## config.mk

```make
export PLATFORM = sky130hd
export DESIGN_NAME = pt_walker
export DESIGN_NICKNAME = d
export VERILOG_FILES = /design/src/rtl/ptw_pkg.sv /design/src/rtl/ptw_ctrl.sv /design/src/rtl/ptw_datapath.sv /design/src/rtl/pt_walker.sv
export SDC_FILE = /design/constraint.sdc
export NUM_CORES = 1
export LEC_CHECK = 0
export ABC_AREA = 1
export BUFFER_PORTS_ARGS = -buffer_cell sky130_fd_sc_hd__buf_2
export CAP_MARGIN = 0
export CORE_MARGIN = 2
export CORE_UTILIZATION = 37
export CTS_BUF_LIST = sky130_fd_sc_hd__clkbuf_8
export CTS_CLUSTER_SIZE = 10
export DETAILED_ROUTE_END_ITERATION = 12
export PLACE_DENSITY_LB_ADDON = 0.25
export RECOVER_POWER = 25
export SETUP_SLACK_MARGIN = 0.3
export SYNTH_ARGS = -nofsm -noshare
export SYNTH_HDL_FRONTEND = slang
export SYNTH_SLANG_ARGS = --single-unit
```

## constraint.sdc

```tcl
create_clock -name clk -period 3 [get_ports clk]
set_input_delay 0.3 -clock clk [delete_from_list [all_inputs] [get_ports clk]]
set_output_delay 0.3 -clock clk [all_outputs]
set_load 0.01 [all_outputs]
```

## src/rtl/ptw_pkg.sv

```systemverilog
package ptw_pkg;
  // entry flag positions (behavioural: software and walker agree on them)
  localparam int BIT_PRESENT  = 0;
  localparam int BIT_WRITE    = 1;
  localparam int BIT_USER     = 2;
  localparam int BIT_WTHRU    = 3;
  localparam int BIT_NOCACHE  = 4;
  localparam int BIT_ACCESSED = 5;
  localparam int BIT_DIRTY    = 6;
  localparam int RSV_LO       = 7;
  localparam int RSV_HI       = 8;

  typedef enum logic [2:0] {
    ST_IDLE, ST_RD_DIR, ST_CHK_DIR, ST_WB_DIR, ST_RD_TBL, ST_CHK_TBL, ST_WB_TBL
  } walkState_t;

  typedef struct packed {
    logic capture;
    logic loadEntry;
    logic tableLevel;
    logic finishXlate;
    logic finishBypass;
    logic finishFault;
  } walkStrobe_t;

  typedef struct packed {
    logic notPresent;
    logic reserved;
    logic protect;
    logic needWb;
  } entryStatus_t;
endpackage

```

## src/rtl/ptw_ctrl.sv

```systemverilog
module ptw_ctrl
  import ptw_pkg::*;
(
  input  logic         clk,
  input  logic         rstN,
  input  logic         start,
  input  logic         pagingEn,
  input  logic         memReady,
  input  entryStatus_t status,
  output walkStrobe_t  strb,
  output logic         memReq,
  output logic         memWe,
  output logic         walkBusy
);
  walkState_t state, nextState;
  logic entryBad;

  assign entryBad = status.notPresent | status.reserved | status.protect;

  always_ff @(posedge clk) begin
    if (!rstN) state <= ST_IDLE;
    else       state <= nextState;
  end

  always_comb begin
    nextState = state;
    strb      = '0;
    strb.tableLevel = (state == ST_RD_TBL) || (state == ST_CHK_TBL) || (state == ST_WB_TBL);
    memReq    = (state == ST_RD_DIR) || (state == ST_WB_DIR) ||
                (state == ST_RD_TBL) || (state == ST_WB_TBL);
    memWe     = (state == ST_WB_DIR) || (state == ST_WB_TBL);
    walkBusy  = (state != ST_IDLE);
    unique case (state)
      ST_IDLE: if (start) begin
        strb.capture = 1'b1;
        if (pagingEn) nextState = ST_RD_DIR;
        else          strb.finishBypass = 1'b1;
      end
      ST_RD_DIR: if (memReady) begin
        strb.loadEntry = 1'b1;
        nextState = ST_CHK_DIR;
      end
      ST_CHK_DIR: begin
        if (entryBad) begin
          strb.finishFault = 1'b1;
          nextState = ST_IDLE;
        end else if (status.needWb) nextState = ST_WB_DIR;
        else                        nextState = ST_RD_TBL;
      end
      ST_WB_DIR: if (memReady) nextState = ST_RD_TBL;
      ST_RD_TBL: if (memReady) begin
        strb.loadEntry = 1'b1;
        nextState = ST_CHK_TBL;
      end
      ST_CHK_TBL: begin
        if (entryBad) begin
          strb.finishFault = 1'b1;
          nextState = ST_IDLE;
        end else if (status.needWb) nextState = ST_WB_TBL;
        else begin
          strb.finishXlate = 1'b1;
          nextState = ST_IDLE;
        end
      end
      ST_WB_TBL: if (memReady) begin
        strb.finishXlate = 1'b1;
        nextState = ST_IDLE;
      end
      default: nextState = ST_IDLE;
    endcase
  end
endmodule

```

## src/rtl/ptw_datapath.sv

```systemverilog
module ptw_datapath
  import ptw_pkg::*;
#(
  parameter int ADDR_W = 32,
  parameter int IDX_W  = 10,
  parameter int OFF_W  = 12
) (
  input  logic              clk,
  input  logic              rstN,
  input  walkStrobe_t       strb,
  input  logic [ADDR_W-1:0] linAddr,
  input  logic              isWrite,
  input  logic              isUser,
  input  logic [ADDR_W-1:0] dirBase,
  input  logic [ADDR_W-1:0] memRdata,
  output logic [ADDR_W-1:0] memAddr,
  output logic [ADDR_W-1:0] memWdata,
  output entryStatus_t      status,
  output logic [ADDR_W-1:0] physAddr,
  output logic              cacheDis,
  output logic              writeThru,
  output logic              done,
  output logic              fault,
  output logic [3:0]        faultCode
);
  localparam int FRAME_W = ADDR_W - OFF_W;
  localparam int ENT_LSB = OFF_W - IDX_W;   // byte-offset bits of one entry

  logic [ADDR_W-1:0]  linQ, pdeQ, pteQ, curEntry;
  logic [FRAME_W-1:0] baseFrameQ;
  logic               wrQ, usrQ;
  logic [IDX_W-1:0]   dirIdx, tblIdx;

  assign dirIdx   = linQ[ADDR_W-1 -: IDX_W];
  assign tblIdx   = linQ[OFF_W +: IDX_W];
  assign curEntry = strb.tableLevel ? pteQ : pdeQ;

  always_comb begin
    if (strb.tableLevel) memAddr = {pdeQ[ADDR_W-1:OFF_W], tblIdx, {ENT_LSB{1'b0}}};
    else                 memAddr = {baseFrameQ, dirIdx, {ENT_LSB{1'b0}}};
    memWdata = curEntry;
    memWdata[BIT_ACCESSED] = 1'b1;
    if (strb.tableLevel && wrQ) memWdata[BIT_DIRTY] = 1'b1;
    status.notPresent = !curEntry[BIT_PRESENT];
    status.reserved   = |curEntry[RSV_HI:RSV_LO];
    status.protect    = (wrQ && !curEntry[BIT_WRITE]) || (usrQ && !curEntry[BIT_USER]);
    status.needWb     = (memWdata != curEntry);
  end

  always_ff @(posedge clk) begin
    if (!rstN) begin
      linQ <= '0; pdeQ <= '0; pteQ <= '0; baseFrameQ <= '0;
      wrQ <= 1'b0; usrQ <= 1'b0;
    end else begin
      if (strb.capture) begin
        linQ       <= linAddr;
        wrQ        <= isWrite;
        usrQ       <= isUser;
        baseFrameQ <= dirBase[ADDR_W-1:OFF_W];
      end
      if (strb.loadEntry) begin
        if (strb.tableLevel) pteQ <= memRdata;
        else                 pdeQ <= memRdata;
      end
    end
  end

  always_ff @(posedge clk) begin
    if (!rstN) begin
      physAddr <= '0; cacheDis <= 1'b0; writeThru <= 1'b0;
      done <= 1'b0; fault <= 1'b0; faultCode <= '0;
    end else begin
      done <= strb.finishXlate | strb.finishBypass | strb.finishFault;
      if (strb.finishBypass) begin
        physAddr  <= linAddr;
        cacheDis  <= 1'b0;
        writeThru <= 1'b0;
        fault     <= 1'b0;
        faultCode <= '0;
      end else if (strb.finishXlate) begin
        physAddr  <= {pteQ[ADDR_W-1:OFF_W], linQ[OFF_W-1:0]};
        cacheDis  <= pteQ[BIT_NOCACHE];
        writeThru <= pteQ[BIT_WTHRU];
        fault     <= 1'b0;
        faultCode <= '0;
      end else if (strb.finishFault) begin
        physAddr  <= '0;
        cacheDis  <= 1'b0;
        writeThru <= 1'b0;
        fault     <= 1'b1;
        faultCode <= {status.reserved & !status.notPresent, usrQ, wrQ, !status.notPresent};
      end
    end
  end
endmodule

```

## src/rtl/pt_walker.sv

```systemverilog
module pt_walker
  import ptw_pkg::*;
#(
  parameter int ADDR_W = 32,
  parameter int IDX_W  = 10,
  parameter int OFF_W  = 12
) (
  input  logic              clk,
  input  logic              rstN,
  input  logic              start,
  input  logic [ADDR_W-1:0] linAddr,
  input  logic              isWrite,
  input  logic              isUser,
  input  logic              pagingEn,
  input  logic [ADDR_W-1:0] dirBase,
  output logic              memReq,
  output logic              memWe,
  output logic [ADDR_W-1:0] memAddr,
  output logic [ADDR_W-1:0] memWdata,
  input  logic              memReady,
  input  logic [ADDR_W-1:0] memRdata,
  output logic [ADDR_W-1:0] physAddr,
  output logic              cacheDis,
  output logic              writeThru,
  output logic              done,
  output logic              fault,
  output logic [3:0]        faultCode
);
  walkStrobe_t  strb;
  entryStatus_t status;
  logic         walkBusy;

  ptw_ctrl u_ctrl (
    .clk(clk), .rstN(rstN), .start(start), .pagingEn(pagingEn),
    .memReady(memReady), .status(status), .strb(strb),
    .memReq(memReq), .memWe(memWe), .walkBusy(walkBusy)
  );

  ptw_datapath #(.ADDR_W(ADDR_W), .IDX_W(IDX_W), .OFF_W(OFF_W)) u_dp (
    .clk(clk), .rstN(rstN), .strb(strb), .linAddr(linAddr),
    .isWrite(isWrite), .isUser(isUser), .dirBase(dirBase),
    .memRdata(memRdata), .memAddr(memAddr), .memWdata(memWdata),
    .status(status), .physAddr(physAddr), .cacheDis(cacheDis),
    .writeThru(writeThru), .done(done), .fault(fault), .faultCode(faultCode)
  );
endmodule

```

==> impl_metrics.py, run 1 <==
metrics = {
    "run_status": {
        "outcome": "completed",
    },
    "worst_setup_path": {
        "worst_ep_required_time_ns": 2.70,
        "crit_chain": "nand2_4 -> clkinv_1 -> buf_4 -> nand2_1 -> o21ai_0 -> buf_2",
        "cp_data_arrival_time_ns": 2.30,
        "cpPeakStageDelay_ns": 0.63,
        "reg2reg_depth": 7,
        "crit_start": "u_ctrl.state[2]$_SDFFE_PN0P_",
        "rr_startpoint": "u_ctrl.state[0]$_SDFFE_PN0P_",
        "worst-setup-path-type": "reg -> out",
        "end_kind": "primary output",
        "critPathLaunchType": "flip-flop",
        "slowest_stage": "dfxtp_1",
        "crit_fanout": 42,
    },
    "power": {
        "p_sw_share_pct": 33.46,
        "combPwrFrac_pct": 23.0,
        "p_leak_nw": 3.995,
        "p_int_mw": 3.696,
        "seqPwrFrac_pct": 45.4,
        "fin_total_pwr_mw": 5.555,
        "p_per_area_nw_per_um2": 650.0,
        "vdd_drop_max_mv": 0.2669,
        "netSwitchingPower_mw": 1.859,
        "clockPowerShare_pct": 31.6,
    },
    "timing": {
        "finalMaxSlewViolations": 0,
        "rsz0062_at_grt": "false",
        "period_share_pct": 86.66,
        "worst_slew_pin_slew_ns": 1.062,
        "fmax_mhz": 384.7,
        "setup_viol": 0,
        "timing_hold_violations_final": 0,
        "finalSetupTns_ns": 0,
        "period_needed_ns": 2.600,
        "relSlewSlack_pct": 28.77,
        "skew_ns": 0.01175,
    },
    "drt": {
        "wire_per_inst_um": 13.75,
        "drtPass1Iterations": 5,
        "vias": 6840,
        "top_layer_used": "met4",
        "drt_iter0_markers": 351,
        "wl_met1_um": 9731,
        "dr_wl_met3_um": 1276,
        "vias_per_cell": 4.659,
        "drtAntennaViolNets": 0,
        "drcViolationCount": 0,
        "postRouteWirelength_um": 20180,
        "wl_met2_um": 8822,
    },
    "clock_tree": {
        "cts_buffers": 17,
        "clock-sinks": 161,
        "clkLatencyLatePin_ns": 0.46,
        "holdBufCountCts": 0,
        "h-tree-depth": 4,
        "clk_pin_slew_worst_paths_ns": 0.09,
        "cts_buffer_depth": 2,
        "cts_tree": "yes",
        "post_cts_buffers": 0,
        "root_buffer": "clkbuf_8",
    },
    "grt": {
        "grt.overflow.total": 0,
        "grt_max_degree": 86,
        "grt_usage_pct": 20.09,
        "grt_pass1_wl_um": 32180,
        "antenna_found_initial": 1,
        "grt_pass1_vias": 6279,
    },
    "worst_hold_path": {
        "whs_path_depth": 3,
        "min_path_type": "in -> reg",
        "min_from": "memRdata[13]",
    },
    "logic_synthesis": {
        "netlist-cell-type-count": 27,
        "postSynth.asyncResetShare_pct": 0,
        "syn_area_per_cell_sq_um": 6.668,
        "synth_commonest_cells": "nand2_1, dfxtp_1, o21ai_0, nor2_1, inv_1",
        "yosys_most_used_dff": "dfxtp_1",
        "syn_area_sq_um": 7114,
        "yosysTopAreaCell": "dfxtp_1",
        "ys_seq_elements": 161,
        "synth.most_common_cell": "nand2_1",
        "yosys_warnings": 0,
        "synth_area_leaders": "dfxtp_1, nand2_1, o21ai_0",
        "yosysSeqAreaShare_pct": 45.30,
        "syn_inst": 1067,
        "synth_top_area_share_pct": 45.30,
        "synth_edf_count": 0,
    },
    "placement": {
        "place.gp.congestion": 0.7985,
        "hpwl_um": 13940,
        "io_buffers": 193,
    },
    "layout": {
        "fill_cells": 2031,
        "layout-drive-gt1-share_pct": 17.10,
        "multiInputGateArea_sq_um": 3161,
        "syn2layout_area_growth_pct": 20.12,
        "ff_latch_area_sq_um": 3224,
        "fin_util_pct": 45.53,
        "diodes": 0,
        "fin_nets": 1324,
    },
    "die": {
        "ioPinCount": 209,
        "coreArea_sq_um": 18770,
        "rows": 50,
        "die_y_um": 142.7,
        "die_w_um": 142.7,
        "dieArea_sq_um": 20350,
        "initial_core_util_pct": 37.91,
    },
    "flow_run": {
        "drv_cap": 0,
    },
}
==> logic make-up (layout without fill, tap and decap cells) <==
| group | after synthesis | in the layout | share of synthesized area [%] |
|---|---|---|---|
| AOI/OAI and AO/OA | 249 | 249 | 17.76 |
| buffers and inverters | 183 | 349 | 10.66 |
| DFF | 161 | 161 | 45.30 |
| other | 2 | 3 | 0.1056 |
| and+or+nand+nor | 472 | 472 | 26.17 |
==> placed cells by master (no fill, tap or decap), types with 2 or more instances in the layout <==
| master | n |
|---|---|
| clkinv_4 | 2 |
| inv_1 | 111 |
| or2_2 | 2 |
| inv_6 | 5 |
| clkinv_1 | 2 |
| buf_2 | 148 |
| buf_4 | 10 |
| nand3_1 | 20 |
| nand2_4 | 3 |
| nand2_2 | 5 |
| o21ai_0 | 148 |
| a21oi_1 | 97 |
| nor2_1 | 140 |
| nor2_4 | 2 |
| nand2_1 | 294 |
| conb_1 | 3 |
| inv_8 | 3 |
| clkbuf_1 | 44 |
| dfxtp_1 | 160 |
| nor2_2 | 2 |
| bufinv_16 | 3 |
| clkbuf_8 | 17 |
==> critical path: cells and delay by family, from the launching register on <==
family	cells	cell delay, ns
flops	1	0.63
compound gates	1	0.12
buf+inv	3	0.67
simple gates	2	0.40
==> area by class of cell <==
class | count | share of cell area [%]
repair buffers | 204 | 11.84
clock inverters | 15 | 2.313
well taps | 234 | 3.426
clock buffers | 17 | 2.738
inverters | 113 | 4.963
multi-input cells | 724 | 36.98
flip-flops and latches | 161 | 37.73
==> sequential cells by signal, summed over array words and instances (netlist names), 3 cells and up <==
signal / count
u_dp.linQ: 32
u_dp.physAddr: 32
u_ctrl.state: 3
u_dp.pdeQ: 32
u_dp.faultCode: 4
u_dp.baseFrameQ: 20
u_dp.pteQ: 32
==> metal layers <==
layer  GRT usage [%]  up-vias
met5               0        -
met2           31.38      174
met4           6.514        0
met1           27.52     3008
li1                -     3632
met3           4.628       26
==> power groups by stage <==
stage	Sequential [mW]	Combinational, mW	Clock [mW]
6_report	2.52	1.28	1.76
4_1_cts	2.52	1.31	1.81
5_1_grt	2.55	1.47	1.89
2_1_floorplan	2.58	0.847	0
3_5_place_dp	2.57	1.31	0
3_3_place_gp	2.56	1.30	0
==> per-stage QoR <==
stage               area (sq um)  setup WS, ns  hold WS (ns)  std cells
finish                      8546        0.4003       0.06807       1468
global route                8546        0.2106       0.04867       1468
CTS                         8592        0.3818       0.03235       1468
detailed placement          8160        0.5366        0.4384       1436
global placement            8160        0.5708        0.4335       1436
floorplan                   7118         1.119        0.4245       1068
==> path summary, 6_finish.rpt <==
kind	endpoint	slack [ns]
worst min-delay path	u_dp.pdeQ[13]$_SDFFE_PN0P_	0.07
worst max-delay path	memAddr[23]	0.40
worst max register to register	u_dp.pdeQ[8]$_SDFFE_PN0P_	0.61
worst min register to register	u_dp.pteQ[10]$_SDFFE_PN0P_	0.45
==> repair_timing <==
item | CTS | global route
gates resized for setup | 0 | 4
endpoints found under the hold margin | 0 | 0
endpoints found under the setup margin | 0 | 51
Power figures use the tool's default switching activity.
==> run 2: changes to the inputs <==
CORE_ASPECT_RATIO = 1.1   (was unset)
==> run 2 against run 1 <==
  * First-iteration DRC count down 0.28%
  * Via count shrank 1.5%
  * Hold slack gained 0.0088 ns
  * Clock-buffer cell count up 2
  * Critical path depth unchanged
  * Clock skew down 0.0017 ns
  * Wire length fell by 2.9%
  * Non-clock buffer count is 2 higher
  * Global-route usage shrank 0.76 points
  * Largest power group unchanged
  * Highest routed layer unchanged
==> impl_metrics.py, run 2 (same netlist as run 1, synthesis figures left out) <==
metrics = {
    "layout": {
        "fill_cells": 2091,
        "final_cell_mix": "nand2_1, dfxtp_1, buf_2",
        "fin_cells": 1485,
        "fin_nets": 1326,
        "fin_util_pct": 45.39,
        "layout-drive-gt1-share_pct": 17.07,
        "final_common_cell": "nand2_1",
        "syn2layout_area_growth_pct": 21.00,
    },
    "worst_setup_path": {
        "worst_ep_required_time_ns": 2.70,
        "cp_data_arrival_time_ns": 2.24,
        "critPathLaunchType": "flip-flop",
        "crit_fanout": 42,
        "end_kind": "primary output",
        "worst-setup-path-type": "reg -> out",
    },
    "drt": {
        "drtAntennaViolNets": 0,
        "postRouteWirelength_um": 19600,
        "drtPass1Iterations": 4,
        "drt_iter0_markers": 350,
        "vias": 6740,
        "wire_per_inst_um": 13.20,
        "drcViolationCount": 0,
        "vias_per_cell": 4.539,
    },
    "placement": {
        "place.gp.congestion": 0.8204,
        "io_buffers": 193,
        "hpwl_um": 13690,
        "place_inst": 1451,
    },
    "die": {
        "die_w_um": 136.2,
        "die_y_um": 149.4,
        "rows": 53,
        "initial_core_util_pct": 37.51,
        "dieArea_sq_um": 20350,
        "ioPinCount": 209,
        "coreArea_sq_um": 18970,
    },
    "clock_tree": {
        "cts_tree": "yes",
        "clk_pin_slew_worst_paths_ns": 0.09,
        "cts_buffer_depth": 2,
        "clkLatencyLatePin_ns": 0.45,
        "root_buffer": "clkbuf_8",
        "clock-sinks": 161,
        "holdBufCountCts": 0,
        "h-tree-depth": 4,
        "cts_buffers": 17,
    },
    "grt": {
        "grt_usage_pct": 19.33,
        "grt_pass1_vias": 6008,
        "grt.overflow.total": 0,
        "grt_max_degree": 74,
        "antenna_found_initial": 2,
        "grt_pass1_wl_um": 31080,
    },
    "timing": {
        "finalSetupTns_ns": 0,
        "relSlewSlack_pct": 28.41,
        "rsz0062_at_grt": "false",
        "setup_viol": 0,
        "fmax_mhz": 393.5,
        "period_share_pct": 84.70,
        "skew_ns": 0.01007,
        "period_needed_ns": 2.541,
        "timing_hold_violations_final": 0,
        "finalMaxSlewViolations": 0,
        "worst_slew_pin_slew_ns": 1.067,
    },
    "power": {
        "p_per_area_nw_per_um2": 649.5,
        "vdd_drop_max_mv": 0.3245,
        "p_leak_nw": 4.024,
    },
    "run_status": {
        "outcome": "completed",
    },
    "flow_run": {
        "drv_cap": 0,
    },
    "worst_hold_path": {
        "min_path_type": "in -> reg",
    },
}
==> run 2: changes by cell type in the layout (fill, tap and decap cells not counted), moves of 2 or more <==
cell,delta
inv_6,-5
clkinv_4,+4
inv_8,-3
clkbuf_8,+2
diode_2,+2
==> run 2: what timing repair did <==
action	CTS	global route
gates resized for setup	0	3
buffers inserted	0	0
endpoints found under the setup margin	0	33
==> run 2: per-layer routing <==
layer	track usage [%]	up-vias	part of all wire (%)	wire length [um]
li1	-	3635	-	-
met1	27.07	2929	49	9556
met2	28.92	157	44	8547
met3	5.488	19	6.3	1237
met4	5.625	0	1.3	261
met5	0	-	0	0
==> run 2: path summary, 6_finish.rpt <==
path | end | cells past startpoint | slack (ns) | start
max | memWdata[6] | 6 | 0.46 | u_ctrl.state[2]$_SDFFE_PN0P_
min | u_dp.pdeQ[30]$_SDFFE_PN0P_ | 3 | 0.08 | memRdata[30]
min reg2reg | u_dp.baseFrameQ[3]$_SDFFE_PN0P_ | 2 | 0.45 | u_dp.baseFrameQ[3]$_SDFFE_PN0P_
max reg2reg | u_dp.baseFrameQ[4]$_SDFFE_PN0P_ | 8 | 0.48 | u_ctrl.state[2]$_SDFFE_PN0P_
==> run 2: worst max-delay path, cell delays in order, from the launching register on <==
cell and delay, ns:
dfxtp_1 0.62, nand2_4 0.27, clkinv_1 0.14, buf_4 0.35, nor2_1 0.08, a31oi_1 0.18
buf_2 0.16
==> run 2: final cells by class <==
class	count	area, sq um	area share [%]
Inverter	113	424.2	4.927
Tap cell	247	309.0	3.590
Multi-Input combinational cell	724	3159	36.70
Sequential cell	161	3224	37.46
Clock buffer	19	261.5	3.038
Timing Repair Buffer	206	1039	12.06
Antenna cell	2	5.005	0.05814
Clock inverter	13	186.4	2.166
==> run 2: power by group <==
group          internal [mW]  switching (mW)
Clock                  0.953           0.834
Sequential              2.39           0.127
Combinational          0.456           0.829
Total                   3.80            1.79
==> run 2: stage by stage <==
step                      power (mW)  setup slack [ns]  cell area, sq um  hold slack [ns]
after global placement         3.876            0.6225              8209           0.4317
after detailed placement       3.885            0.6083              8209           0.4381
after global routing           5.958            0.2208              8603          0.05388
after CTS                      5.690            0.3642              8657          0.04058
after floorplan                3.425             1.119              7118           0.4245
final                          5.591            0.4589              8608          0.07689
